[src/rtl/cmdq_pkg.sv]
package cmdq_pkg;

  // Read-pointer operation chosen for one pointer pair in a cycle.
  typedef enum logic [1:0] {
    RP_HOLD = 2'd0,
    RP_ADV  = 2'd1,
    RP_SET  = 2'd2,
    RP_FFWD = 2'd3
  } rpOp_e;

  // Strobes from control to datapath.
  typedef struct packed {
    logic  cfgLoad;
    logic  ibBaseLoad;
    rpOp_e ringRp;
    rpOp_e ibRp;
    logic  ringWpSet;
    logic  ringWpDb;
    logic  ibWpSet;
  } strobe_t;

endpackage

[src/rtl/cmdq_size_mask.sv]
// Turns the ring size field into the byte mask (size - 1).
// Size = 2^(field + 3); a size at or above 2^PTR_W saturates to all ones.
module cmdq_size_mask #(
  parameter int PTR_W = 64,
  parameter int LOG_W = 6
) (
  input  logic [LOG_W-1:0] logField,
  output logic [PTR_W-1:0] mask
);
  localparam int SH_W = LOG_W + 1;

  logic [SH_W-1:0] shAmt;
  assign shAmt = SH_W'(logField) + SH_W'(3);

  // Bit i of the mask is set while i lies below the size exponent.
  for (genvar i = 0; i < PTR_W; i++) begin : g_bit
    assign mask[i] = (int'(shAmt) > i);
  end

endmodule

[src/rtl/cmdq_ctrl.sv]
module cmdq_ctrl
  import cmdq_pkg::*;
(
  input  logic    clk,
  input  logic    rstN,
  input  logic    cfgLoad,
  input  logic    ibBaseLoad,
  input  logic    modeSet,
  input  logic    modeIbIn,
  input  logic    advValid,
  input  logic    rptrSet,
  input  logic    wptrSet,
  input  logic    dbValid,
  input  logic    ffwd,
  output strobe_t strb,
  output logic    modeIb
);

  rpOp_e activeOp;

  // Read-pointer priority: jump, then overwrite, then advance.
  always_comb begin
    if (ffwd)          activeOp = RP_FFWD;
    else if (rptrSet)  activeOp = RP_SET;
    else if (advValid) activeOp = RP_ADV;
    else               activeOp = RP_HOLD;
  end

  always_ff @(posedge clk) begin
    if (!rstN)          modeIb <= 1'b0;
    else if (cfgLoad)   modeIb <= 1'b0;
    else if (modeSet)   modeIb <= modeIbIn;
  end

  always_comb begin
    strb            = '0;
    strb.cfgLoad    = cfgLoad;
    strb.ibBaseLoad = ibBaseLoad;
    if (!cfgLoad) begin
      strb.ringRp    = modeIb ? RP_HOLD : activeOp;
      strb.ibRp      = modeIb ? activeOp : RP_HOLD;
      strb.ringWpSet = !modeIb && wptrSet;
      strb.ibWpSet   = modeIb && wptrSet;
      strb.ringWpDb  = dbValid && !(!modeIb && wptrSet);
    end
  end

  // the inactive pair receives no operation
  p_inactive_hold_r7: assert property (@(posedge clk) disable iff (!rstN)
    !modeIb |-> (strb.ibRp == RP_HOLD && !strb.ibWpSet));

  // a mode change lands one cycle later
  p_mode_switch_r12: assert property (@(posedge clk) disable iff (!rstN)
    (modeSet && !cfgLoad) |=> (modeIb == $past(modeIbIn)));

  // mapping returns the queue to ring mode
  p_map_ring_r2: assert property (@(posedge clk) disable iff (!rstN)
    cfgLoad |=> !modeIb);

  // a jump request is never downgraded on the active pair
  p_ffwd_wins_r8: assert property (@(posedge clk) disable iff (!rstN)
    (ffwd && !cfgLoad) |-> (modeIb ? strb.ibRp == RP_FFWD : strb.ringRp == RP_FFWD));

endmodule

[src/rtl/cmdq_dpath.sv]
module cmdq_dpath
  import cmdq_pkg::*;
#(
  parameter int PTR_W  = 64,
  parameter int LOG_W  = 6,
  parameter int CNT_W  = 14,
  parameter int QSEL_W = 2,
  parameter int ENG_W  = 2
) (
  input  logic              clk,
  input  logic              rstN,
  input  strobe_t           strb,
  input  logic              modeIb,
  input  logic [LOG_W-1:0]  cfgRingLog,
  input  logic [PTR_W-1:0]  cfgRingBase,
  input  logic [PTR_W-1:0]  cfgInitRptr,
  input  logic [QSEL_W-1:0] cfgQueueSel,
  input  logic [ENG_W-1:0]  cfgEngine,
  input  logic [PTR_W-1:0]  ibBaseIn,
  input  logic [CNT_W-1:0]  advDwords,
  input  logic [PTR_W-1:0]  rptrVal,
  input  logic [PTR_W-1:0]  wptrVal,
  input  logic [PTR_W-1:0]  dbWptr,
  output logic [PTR_W-1:0]  fetchAddr,
  output logic [PTR_W-1:0]  wrAddr,
  output logic              empty,
  output logic              privileged,
  output logic [ENG_W:0]    engineNum
);

  localparam int ENG_OUT_W = ENG_W + 1;

  logic [PTR_W-1:0] ringBase, ibBase;
  logic [PTR_W-1:0] ringRptr, ringWptr, ibRptr, ibWptr;
  logic [LOG_W-1:0] ringLog;
  logic [PTR_W-1:0] ringMask;
  logic [PTR_W-1:0] advBytes;

  assign advBytes = PTR_W'({advDwords, 2'b00});

  cmdq_size_mask #(.PTR_W(PTR_W), .LOG_W(LOG_W)) u_mask (
    .logField(ringLog),
    .mask    (ringMask)
  );

  // Mapping state
  always_ff @(posedge clk) begin
    if (!rstN) begin
      ringBase   <= '0;
      ringLog    <= '0;
      privileged <= 1'b0;
      engineNum  <= '0;
    end else if (strb.cfgLoad) begin
      ringBase   <= cfgRingBase;
      ringLog    <= cfgRingLog;
      privileged <= (cfgQueueSel == '0);
      engineNum  <= ENG_OUT_W'(cfgEngine) + ENG_OUT_W'(1);
    end
  end

  always_ff @(posedge clk) begin
    if (!rstN)                ibBase <= '0;
    else if (strb.ibBaseLoad) ibBase <= ibBaseIn;
  end

  // Ring pointer pair
  always_ff @(posedge clk) begin
    if (!rstN) begin
      ringRptr <= '0;
      ringWptr <= '0;
    end else if (strb.cfgLoad) begin
      ringRptr <= cfgInitRptr;
      ringWptr <= cfgInitRptr;
    end else begin
      case (strb.ringRp)
        RP_ADV:  ringRptr <= ringRptr + advBytes;
        RP_SET:  ringRptr <= rptrVal;
        RP_FFWD: ringRptr <= ringWptr;
        default: ;
      endcase
      if (strb.ringWpSet)     ringWptr <= wptrVal;
      else if (strb.ringWpDb) ringWptr <= dbWptr;
    end
  end

  // Indirect pointer pair
  always_ff @(posedge clk) begin
    if (!rstN || strb.cfgLoad) begin
      ibRptr <= '0;
      ibWptr <= '0;
    end else begin
      case (strb.ibRp)
        RP_ADV:  ibRptr <= ibRptr + advBytes;
        RP_SET:  ibRptr <= rptrVal;
        RP_FFWD: ibRptr <= ibWptr;
        default: ;
      endcase
      if (strb.ibWpSet) ibWptr <= wptrVal;
    end
  end

  // Address formation
  always_comb begin
    if (modeIb) begin
      fetchAddr = ibBase + ibRptr;
      wrAddr    = ibBase + ibWptr;
      empty     = (ibRptr == ibWptr);
    end else begin
      fetchAddr = ringBase + (ringRptr & ringMask);
      wrAddr    = ringBase + (ringWptr & ringMask);
      empty     = (ringRptr == ringWptr);
    end
  end

  // advance moves the ring read pointer by four bytes per dword
  p_ring_adv_r6: assert property (@(posedge clk) disable iff (!rstN)
    (strb.ringRp == RP_ADV) |=> (ringRptr == $past(ringRptr) + PTR_W'({$past(advDwords), 2'b00})));

  // ring jump lands on the pre-edge write pointer
  p_ring_ffwd_r8: assert property (@(posedge clk) disable iff (!rstN)
    (strb.ringRp == RP_FFWD) |=> (ringRptr == $past(ringWptr)));

  // mapping leaves both pairs balanced
  p_map_init_r2: assert property (@(posedge clk) disable iff (!rstN)
    strb.cfgLoad |=> (ringRptr == ringWptr && ibRptr == '0 && ibWptr == '0));

  // a doorbell reaches the ring write pointer
  p_doorbell_r9: assert property (@(posedge clk) disable iff (!rstN)
    strb.ringWpDb |=> (ringWptr == $past(dbWptr)));

  // an indirect jump without a write leaves the queue empty
  p_ib_ffwd_empty_r10: assert property (@(posedge clk) disable iff (!rstN)
    (strb.ibRp == RP_FFWD && !strb.ibWpSet && modeIb) |=> (empty || !modeIb));

endmodule

[src/rtl/cmdq_ptr_tracker.sv]
module cmdq_ptr_tracker
  import cmdq_pkg::*;
#(
  parameter int PTR_W  = 64,
  parameter int LOG_W  = 6,
  parameter int CNT_W  = 14,
  parameter int QSEL_W = 2,
  parameter int ENG_W  = 2
) (
  input  logic              clk,
  input  logic              rstN,
  input  logic              cfgLoad,
  input  logic [LOG_W-1:0]  cfgRingLog,
  input  logic [PTR_W-1:0]  cfgRingBase,
  input  logic [PTR_W-1:0]  cfgInitRptr,
  input  logic [QSEL_W-1:0] cfgQueueSel,
  input  logic [ENG_W-1:0]  cfgEngine,
  input  logic              ibBaseLoad,
  input  logic [PTR_W-1:0]  ibBaseIn,
  input  logic              modeSet,
  input  logic              modeIbIn,
  input  logic              advValid,
  input  logic [CNT_W-1:0]  advDwords,
  input  logic              rptrSet,
  input  logic [PTR_W-1:0]  rptrVal,
  input  logic              wptrSet,
  input  logic [PTR_W-1:0]  wptrVal,
  input  logic              dbValid,
  input  logic [PTR_W-1:0]  dbWptr,
  input  logic              ffwd,
  output logic [PTR_W-1:0]  fetchAddr,
  output logic [PTR_W-1:0]  wrAddr,
  output logic              empty,
  output logic              ibMode,
  output logic              privileged,
  output logic [ENG_W:0]    engineNum
);

  strobe_t strb;
  logic    modeIb;

  cmdq_ctrl u_ctrl (
    .clk       (clk),
    .rstN      (rstN),
    .cfgLoad   (cfgLoad),
    .ibBaseLoad(ibBaseLoad),
    .modeSet   (modeSet),
    .modeIbIn  (modeIbIn),
    .advValid  (advValid),
    .rptrSet   (rptrSet),
    .wptrSet   (wptrSet),
    .dbValid   (dbValid),
    .ffwd      (ffwd),
    .strb      (strb),
    .modeIb    (modeIb)
  );

  cmdq_dpath #(
    .PTR_W(PTR_W), .LOG_W(LOG_W), .CNT_W(CNT_W), .QSEL_W(QSEL_W), .ENG_W(ENG_W)
  ) u_dpath (
    .clk        (clk),
    .rstN       (rstN),
    .strb       (strb),
    .modeIb     (modeIb),
    .cfgRingLog (cfgRingLog),
    .cfgRingBase(cfgRingBase),
    .cfgInitRptr(cfgInitRptr),
    .cfgQueueSel(cfgQueueSel),
    .cfgEngine  (cfgEngine),
    .ibBaseIn   (ibBaseIn),
    .advDwords  (advDwords),
    .rptrVal    (rptrVal),
    .wptrVal    (wptrVal),
    .dbWptr     (dbWptr),
    .fetchAddr  (fetchAddr),
    .wrAddr     (wrAddr),
    .empty      (empty),
    .privileged (privileged),
    .engineNum  (engineNum)
  );

  assign ibMode = modeIb;

endmodule

[config.mk]
export PLATFORM = sky130hd
export DESIGN_NAME = cmdq_ptr_tracker
export DESIGN_NICKNAME = d
export VERILOG_FILES = /design/src/rtl/cmdq_pkg.sv /design/src/rtl/cmdq_size_mask.sv /design/src/rtl/cmdq_ctrl.sv /design/src/rtl/cmdq_dpath.sv /design/src/rtl/cmdq_ptr_tracker.sv
export SDC_FILE = /design/constraint.sdc
export NUM_CORES = 2
export LEC_CHECK = 0
export ABC_AREA = 1
export BUFFER_PORTS_ARGS = -buffer_cell sky130_fd_sc_hd__buf_4
export CORE_ASPECT_RATIO = 1.2
export CORE_UTILIZATION = 34
export CTS_CLUSTER_SIZE = 30
export DETAILED_ROUTE_END_ITERATION = 10
export GPL_TIMING_DRIVEN = 0
export HOLD_SLACK_MARGIN = 0.02
export PLACE_DENSITY = 0.51
export SETUP_SLACK_MARGIN = 0.05
export SLEW_MARGIN = 20
export SYNTH_ARGS = -nofsm -noshare
export SYNTH_HDL_FRONTEND = slang
export SYNTH_SLANG_ARGS = --single-unit
[constraint.sdc]
create_clock -name clk -period 5.2 [get_ports clk]
set_input_delay 1.04 -clock clk [delete_from_list [all_inputs] [get_ports clk]]
set_output_delay 1.04 -clock clk [all_outputs]
set_load 0.01 [all_outputs]
Word level (Yosys, flattened, before mapping)
Index checks and enable logic that the tools add are counted.

storage, ports and cells
  bits of input ports = 419
  logic and storage cells = 120
  flip-flop bits (word level) = 395
  output and inout bits = 134

operators by class
  order comparisons = 64
  mux-type cells = 15
  equal/unequal tests = 8
  reduce and logical (&&, ||, !) cells = 12
  bitwise gates (word level) = 3
  add/sub/neg operators = 8

operators by type and width
  kind                                                 number
  2-to-1 mux 64 bit                                    6
  case mux 64 bit (3 select lines)                     2
  adder 64 bit                                         4
  > comparator 7 x 6 -> 1 bit (second input constant)  32
  adder 64 x 16 -> 64 bit                              2
  bitwise AND 64 bit                                   2
  == test 64 bit                                       2
  > comparator 7 x 5 -> 1 bit (second input constant)  16
  > comparator 7 x 4 -> 1 bit (second input constant)  8
  > comparator 7 x 3 -> 1 bit (second input constant)  4
  > comparator 7 x 1 -> 1 bit (second input constant)  2
  > comparator 7 x 2 -> 1 bit (second input constant)  2
  == test 2 bit (second input constant)                4
  2-to-1 mux 2 bit                                     4
  adder 6 x 2 -> 7 bit (second input constant)         1
  2-to-1 mux 7 bit                                     1
  nonzero test 3 bit                                   2
  == test 2 x 1 -> 1 bit (second input constant)       2
  nonzero test 4 bit                                   1
  adder 2 x 1 -> 3 bit (second input constant)         1
  logical AND 1 bit                                    3
  zero test 1 bit                                      3
  zero test 2 bit                                      1
  2-to-1 mux 1 bit                                     2
  other kinds (3)                                      3

Longest topological paths before layout
  depth in word-level cells = 8
  depth in mapped cells = 30
  gate-level depth less buffers = 29

Modules after synthesis
From an unflattened synthesis, not the netlist that was laid out.

unflattened totals
  cells, all modules = 8,636
  area, all modules = 47,001.3 µm²

modules (own cells, without submodules)
  module          sequential area each (µm²)  cells an instance  times used  area an instance (µm²)
  cmdq_dpath      7,887.6                     8,403              1           45,772.6
  cmdq_size_mask  0.0                         208                1           1,089.8
  cmdq_ctrl       20.0                        25                 1           138.9

Worst setup path before layout
OpenSTA, ideal clock, no wires.

  path type = register to output
  start = register u_dpath.ringLog[0]
  end = output wrAddr[34]
  buffers on the path = 1
  arrival time = 3,342 ps
  stages on the path, launching flop included = 23
  required time = 4,160 ps
  setup slack = 818 ps
  path through = dfxtp_1 > inv_2 > ha_1 > inv_1 > nand4_2 > nand2_2 > inv_4 > nor2_4 > inv_2 > buf_6 > nor2_1 > nor2_1 > ha_1 > fa_1 > nand3_1 > nand2_1 > nand2_1 > nand2_1 > a21oi_1 > o21ai_0 > a21oi_1 > nor2_1 > o21ai_0

between the ends
  longest elaborated chain between the ends = 5
  elaborated cells on any way between the ends = 39
  classes of those cells = add/sub: 2; order compare: 35; mux: 1; bitwise: 1

RTL lines
  what                                                       RTL line                source
  start, declared                                            cmdq_dpath.sv:35        logic [LOG_W-1:0] ringLog;
  start signal, assigned                                     cmdq_dpath.sv:55        ringLog <= cfgRingLog;
  adder 6 x 2 -> 7 bit (*)                                   cmdq_size_mask.sv:13    assign shAmt = SH_W'(logField) + SH_W'(3);
  > comparator 7 x 1 -> 1 bit, or another cell as far along  cmdq_size_mask.sv:17    assign mask[i] = (int'(shAmt) > i);
  bitwise AND 64 bit (*)                                     cmdq_dpath.sv:110       wrAddr = ringBase + (ringWptr & ringMask);
  adder 64 bit (*)                                           cmdq_dpath.sv:110
  2-to-1 mux 64 bit (*)                                      cmdq_dpath.sv:104       if (modeIb) begin
  end, declared                                              cmdq_ptr_tracker.sv:32  output logic [PTR_W-1:0] wrAddr,

Mark *: on every way between the ends. The rest lies on a longest branch, timed or not.

Final worst setup path
  start = register u_dpath.ringLog[1]
  end = output wrAddr[35]

Same word-level chain as after synthesis.

==> run summary <==
==========================================================================================
Result of the run ........................................................... finished, violations left
Violations in the final reports ............................................. negative setup slack
Number of max-slew violations in the final report ...........................            0
Root buf cell ............................................................... sky130_fd_sc_hd__clkbuf_16
Total nets after synthesis ..................................................         8941
Final clock skew ............................................................    0.0332 ns
RePlAce Congestion ..........................................................         1.12
Starting utilization of the core area .......................................        34.4%
Maximum count of clock buffers along a single path ..........................            3
Die Span Y ..................................................................  403 microns
Endpoint of the lowest-slack register-to-register path ...................... u_dpath.ringRptr[55]
Syn Std Cell Area ...........................................................  45500 sq um
Insertion delay to the later sink of the worst-skew pair ....................      0.72 ns
Worst path setup slack after routing ........................................    -0.508 ns
Final setup violation count .................................................          121
Most frequent cell on the critical path ..................................... sky130_fd_sc_hd__nand2_4
CP delay by family, top ..................................................... simple AND/OR/NAND/NOR gates
Hold-critical path depth ....................................................            2
Static leakage ..............................................................    0.0271 uW
Sequential share of the synthesized area ....................................        17.4%
Flip-flop and latch count after synthesis ...................................          395
Synthesized netlist cell count ..............................................         8228
Std cell rows ...............................................................          146
Cells on worst reg2reg path .................................................           12
Worst setup EP type .........................................................   output pin
Leading cell type in the layout, fill and taps excluded ..................... sky130_fd_sc_hd__nand2_1
Post-synth top flop ......................................................... sky130_fd_sc_hd__dfxtp_1
RSZ-0062 raised after global routing ........................................          yes
Final min period ............................................................      5.71 ns
Placed Cells incl. Taps .....................................................        10553
Levels on crit path .........................................................           26
Final period utilization ....................................................         110%
Via density per instance ....................................................         6.00
Number of enable flip-flop cells after synthesis ............................            0
Leading cell types in the layout, fill and taps excluded .................... sky130_fd_sc_hd__nand2_1, sky130_fd_sc_hd__inv_1, sky130_fd_sc_hd__nor2_1, sky130_fd_sc_hd__buf_4, sky130_fd_sc_hd__o21ai_0
Overall die area ............................................................ 135000 sq um
Number of CTS-inserted buffers ..............................................           49
R2R Setup Slk ...............................................................      0.10 ns
Boundary pin count ..........................................................          553
Worst setup path startpoint ................................................. u_dpath.ringLog[1]
Critical hold path startpoint ............................................... u_dpath.engineNum[2]
Worst path arrival time .....................................................      4.67 ns
Slew at the pin closest to its max-slew limit ...............................      1.34 ns
Count of endpoints failing hold in the final timing report ..................            0
Maximum VDD drop ............................................................     0.254 mV
Worst reg2reg startpoint .................................................... u_ctrl.modeIb
Layout cell share with drive strength beyond 1 ..............................        24.2%
H-tree Lvls .................................................................            2
End point of the worst hold path ............................................ u_dpath.engineNum[2]
Launching element type of the critical path .................................         flop
Area overhead of the layout relative to synthesis ...........................        39.7%
Yosys warning count .........................................................            0
Via count ...................................................................        65397
Total number of clock tree sinks ............................................          395
Share of synthesized flip-flops with an asynchronous set or reset ...........           0%
Tightest slew margin relative to the limit ..................................        9.60%
Final routed wire length divided by cell count .............................. 32.3 microns
Maximum number of pins on one net before global-route repair ................           20
FMAX ........................................................................      175 MHz
Highest fanout seen on the critical path ....................................            6
Net count, final ............................................................         9776
Detailed-route wire length .................................................. 352000 microns
Required time at the endpoint of the critical path ..........................      4.16 ns
Mean cell area of the mapped netlist ........................................   5.53 sq um
Final cell count without fillers ............................................        10892
Crit path buf inv count .....................................................            8
Remaining antenna violation count after routing .............................            0
Highest cell delay on the worst timing path .................................      0.39 ns
I/O Buffers .................................................................          548
Iteration-0 DRC count of the detailed router ................................         8291
Router iterations before antenna repair .....................................            8
TritonCTS clock tree ........................................................        built
Post-DP HPWL ................................................................ 298000 microns
Number of antenna violations at the first check in global routing ...........           27
Critical setup path kind ....................................................   reg -> out
Type of the most critical hold path .........................................   reg -> reg
Number of distinct standard cells referenced by the synthesized netlist .....           62
Critical path's slowest cell ................................................ sky130_fd_sc_hd__ha_2
Core ar. .................................................................... 132000 sq um
Number of remaining DRC errors ..............................................            0
Max-cap violations ..........................................................            0
Utilization after layout ....................................................        48.0%
Hold Slack ..................................................................     0.458 ns
Total power density per cell area ...........................................  185 nW/um^2
Global-route wire length before repair ...................................... 466000 microns
Sum of overflow across all layers after global routing ......................            0
Clock edge transition at the registers on the reported setup and hold paths .      0.06 ns
Sum Neg Setup Slack .........................................................    -34.58 ns
Die outline width ...........................................................  336 microns
Via count of the first global-routing pass ..................................        60495
Combined global-route utilization of all metal layers .......................        49.7%
==========================================================================================
==> through the flow <==
step	instance area [sq um]	power, uW	worst slack (ns)
finish	63600	11700	-0.508
global route	63500	11900	-0.559
CTS	60800	11300	-0.446
detailed placement	51900	6880	-1.25
global placement	51900	6880	-1.22
floorplan	45500	4970	0.818
==> power breakdown <==
group          internal (uW)  switching [uW]  total, uW
logic                   1440            2880       4320
registers               3200             341       3550
clock network           2150            1720       3880
==> final cells by class <==
class / count / area (sq um)
clock inverters: 22 / 347
diodes: 20 / 50.0
fillers: 14157 / 68900
clock buffers: 62 / 1360
flip-flops and latches: 395 / 7920
repair buffers: 785 / 6460
well taps: 1776 / 2220
multi-input cells: 6457 / 39900
inverters: 1118 / 4260
plain buffers: 257 / 1080
==> cells by family after synthesis <==
group | synth area share [%]
adders and majority gates | 8.18
DFF | 17.4
xor gates and xnor gates | 1.83
AOI/OAI and AO/OA | 22.6
and+or+nand+nor | 38.4
muxes | 0.0247
buffers and inverters | 11.6
==> synth_stat cells, drive strengths merged, types with 50 or more instances <==
cell | number | area, sq um
nor2 | 1104 | 4210
a21oi | 737 | 3710
buf | 76 | 360
nand4 | 109 | 688
a41oi | 50 | 438
nor3 | 116 | 638
inv | 1116 | 4190
nand3 | 614 | 3090
nand2 | 2141 | 8050
o21ai | 783 | 3920
xor2 | 81 | 709
clkbuf | 182 | 699
ha | 288 | 3600
o21bai | 73 | 548
dfxtp | 395 | 7910
==> worst max path at each step <==
| stage | slack, ns | end |
|---|---|---|
| after detailed placement | -1.25 | wrAddr[35] |
| after CTS | -0.45 | wrAddr[35] |
| after global routing | -0.56 | wrAddr[35] |
| after global placement | -1.22 | wrAddr[35] |
| after floorplan | 0.82 | wrAddr[34] |
| final | -0.51 | wrAddr[35] |
==> routing by layer <==
layer  vias to the layer above  GRT usage (%)  wire [microns]
li1                      28920              -               -
met1                     30856           58.0          127000
met2                      4352           73.6          144000
met3                      1259           11.9           38000
met4                        10           48.3           42600
met5                         -              0              67
==> timing repair <==
| action | CTS | global route |
|---|---|---|
| endpoints found under the setup margin | 176 | 122 |
| gates resized for setup | 1543 | 467 |
| buffers inserted | 135 | 101 |
| hold buffers | 0 | 0 |
| pin swaps | 254 | 202 |
| cloned | 1 | 0 |
==> worst register-to-register path, stage by stage (launching register included) <==
cell	delay, ns
sky130_fd_sc_hd__dfxtp_1	0.50
sky130_fd_sc_hd__buf_2	0.28
sky130_fd_sc_hd__clkbuf_1	0.62
sky130_fd_sc_hd__buf_1	0.56
sky130_fd_sc_hd__nor3_1	0.18
sky130_fd_sc_hd__ha_1	0.25
sky130_fd_sc_hd__buf_2	0.23
sky130_fd_sc_hd__inv_1	0.29
sky130_fd_sc_hd__nand3_1	0.61
sky130_fd_sc_hd__clkinv_1	0.60
sky130_fd_sc_hd__clkbuf_1	0.61
sky130_fd_sc_hd__a21oi_1	0.11
sky130_fd_sc_hd__a21oi_1	0.21
==> sequential cells by signal (all words and copies together), names as in the netlist <==
register	cells
u_dpath.ringRptr	64
u_dpath.privileged	1
u_dpath.engineNum	3
u_ctrl.modeIb	1
u_dpath.ringWptr	64
u_dpath.ibWptr	64
u_dpath.ibBase	64
u_dpath.ibRptr	64
u_dpath.ringBase	64
u_dpath.ringLog	6
No activity file was read; power rests on OpenSTA's default activity.
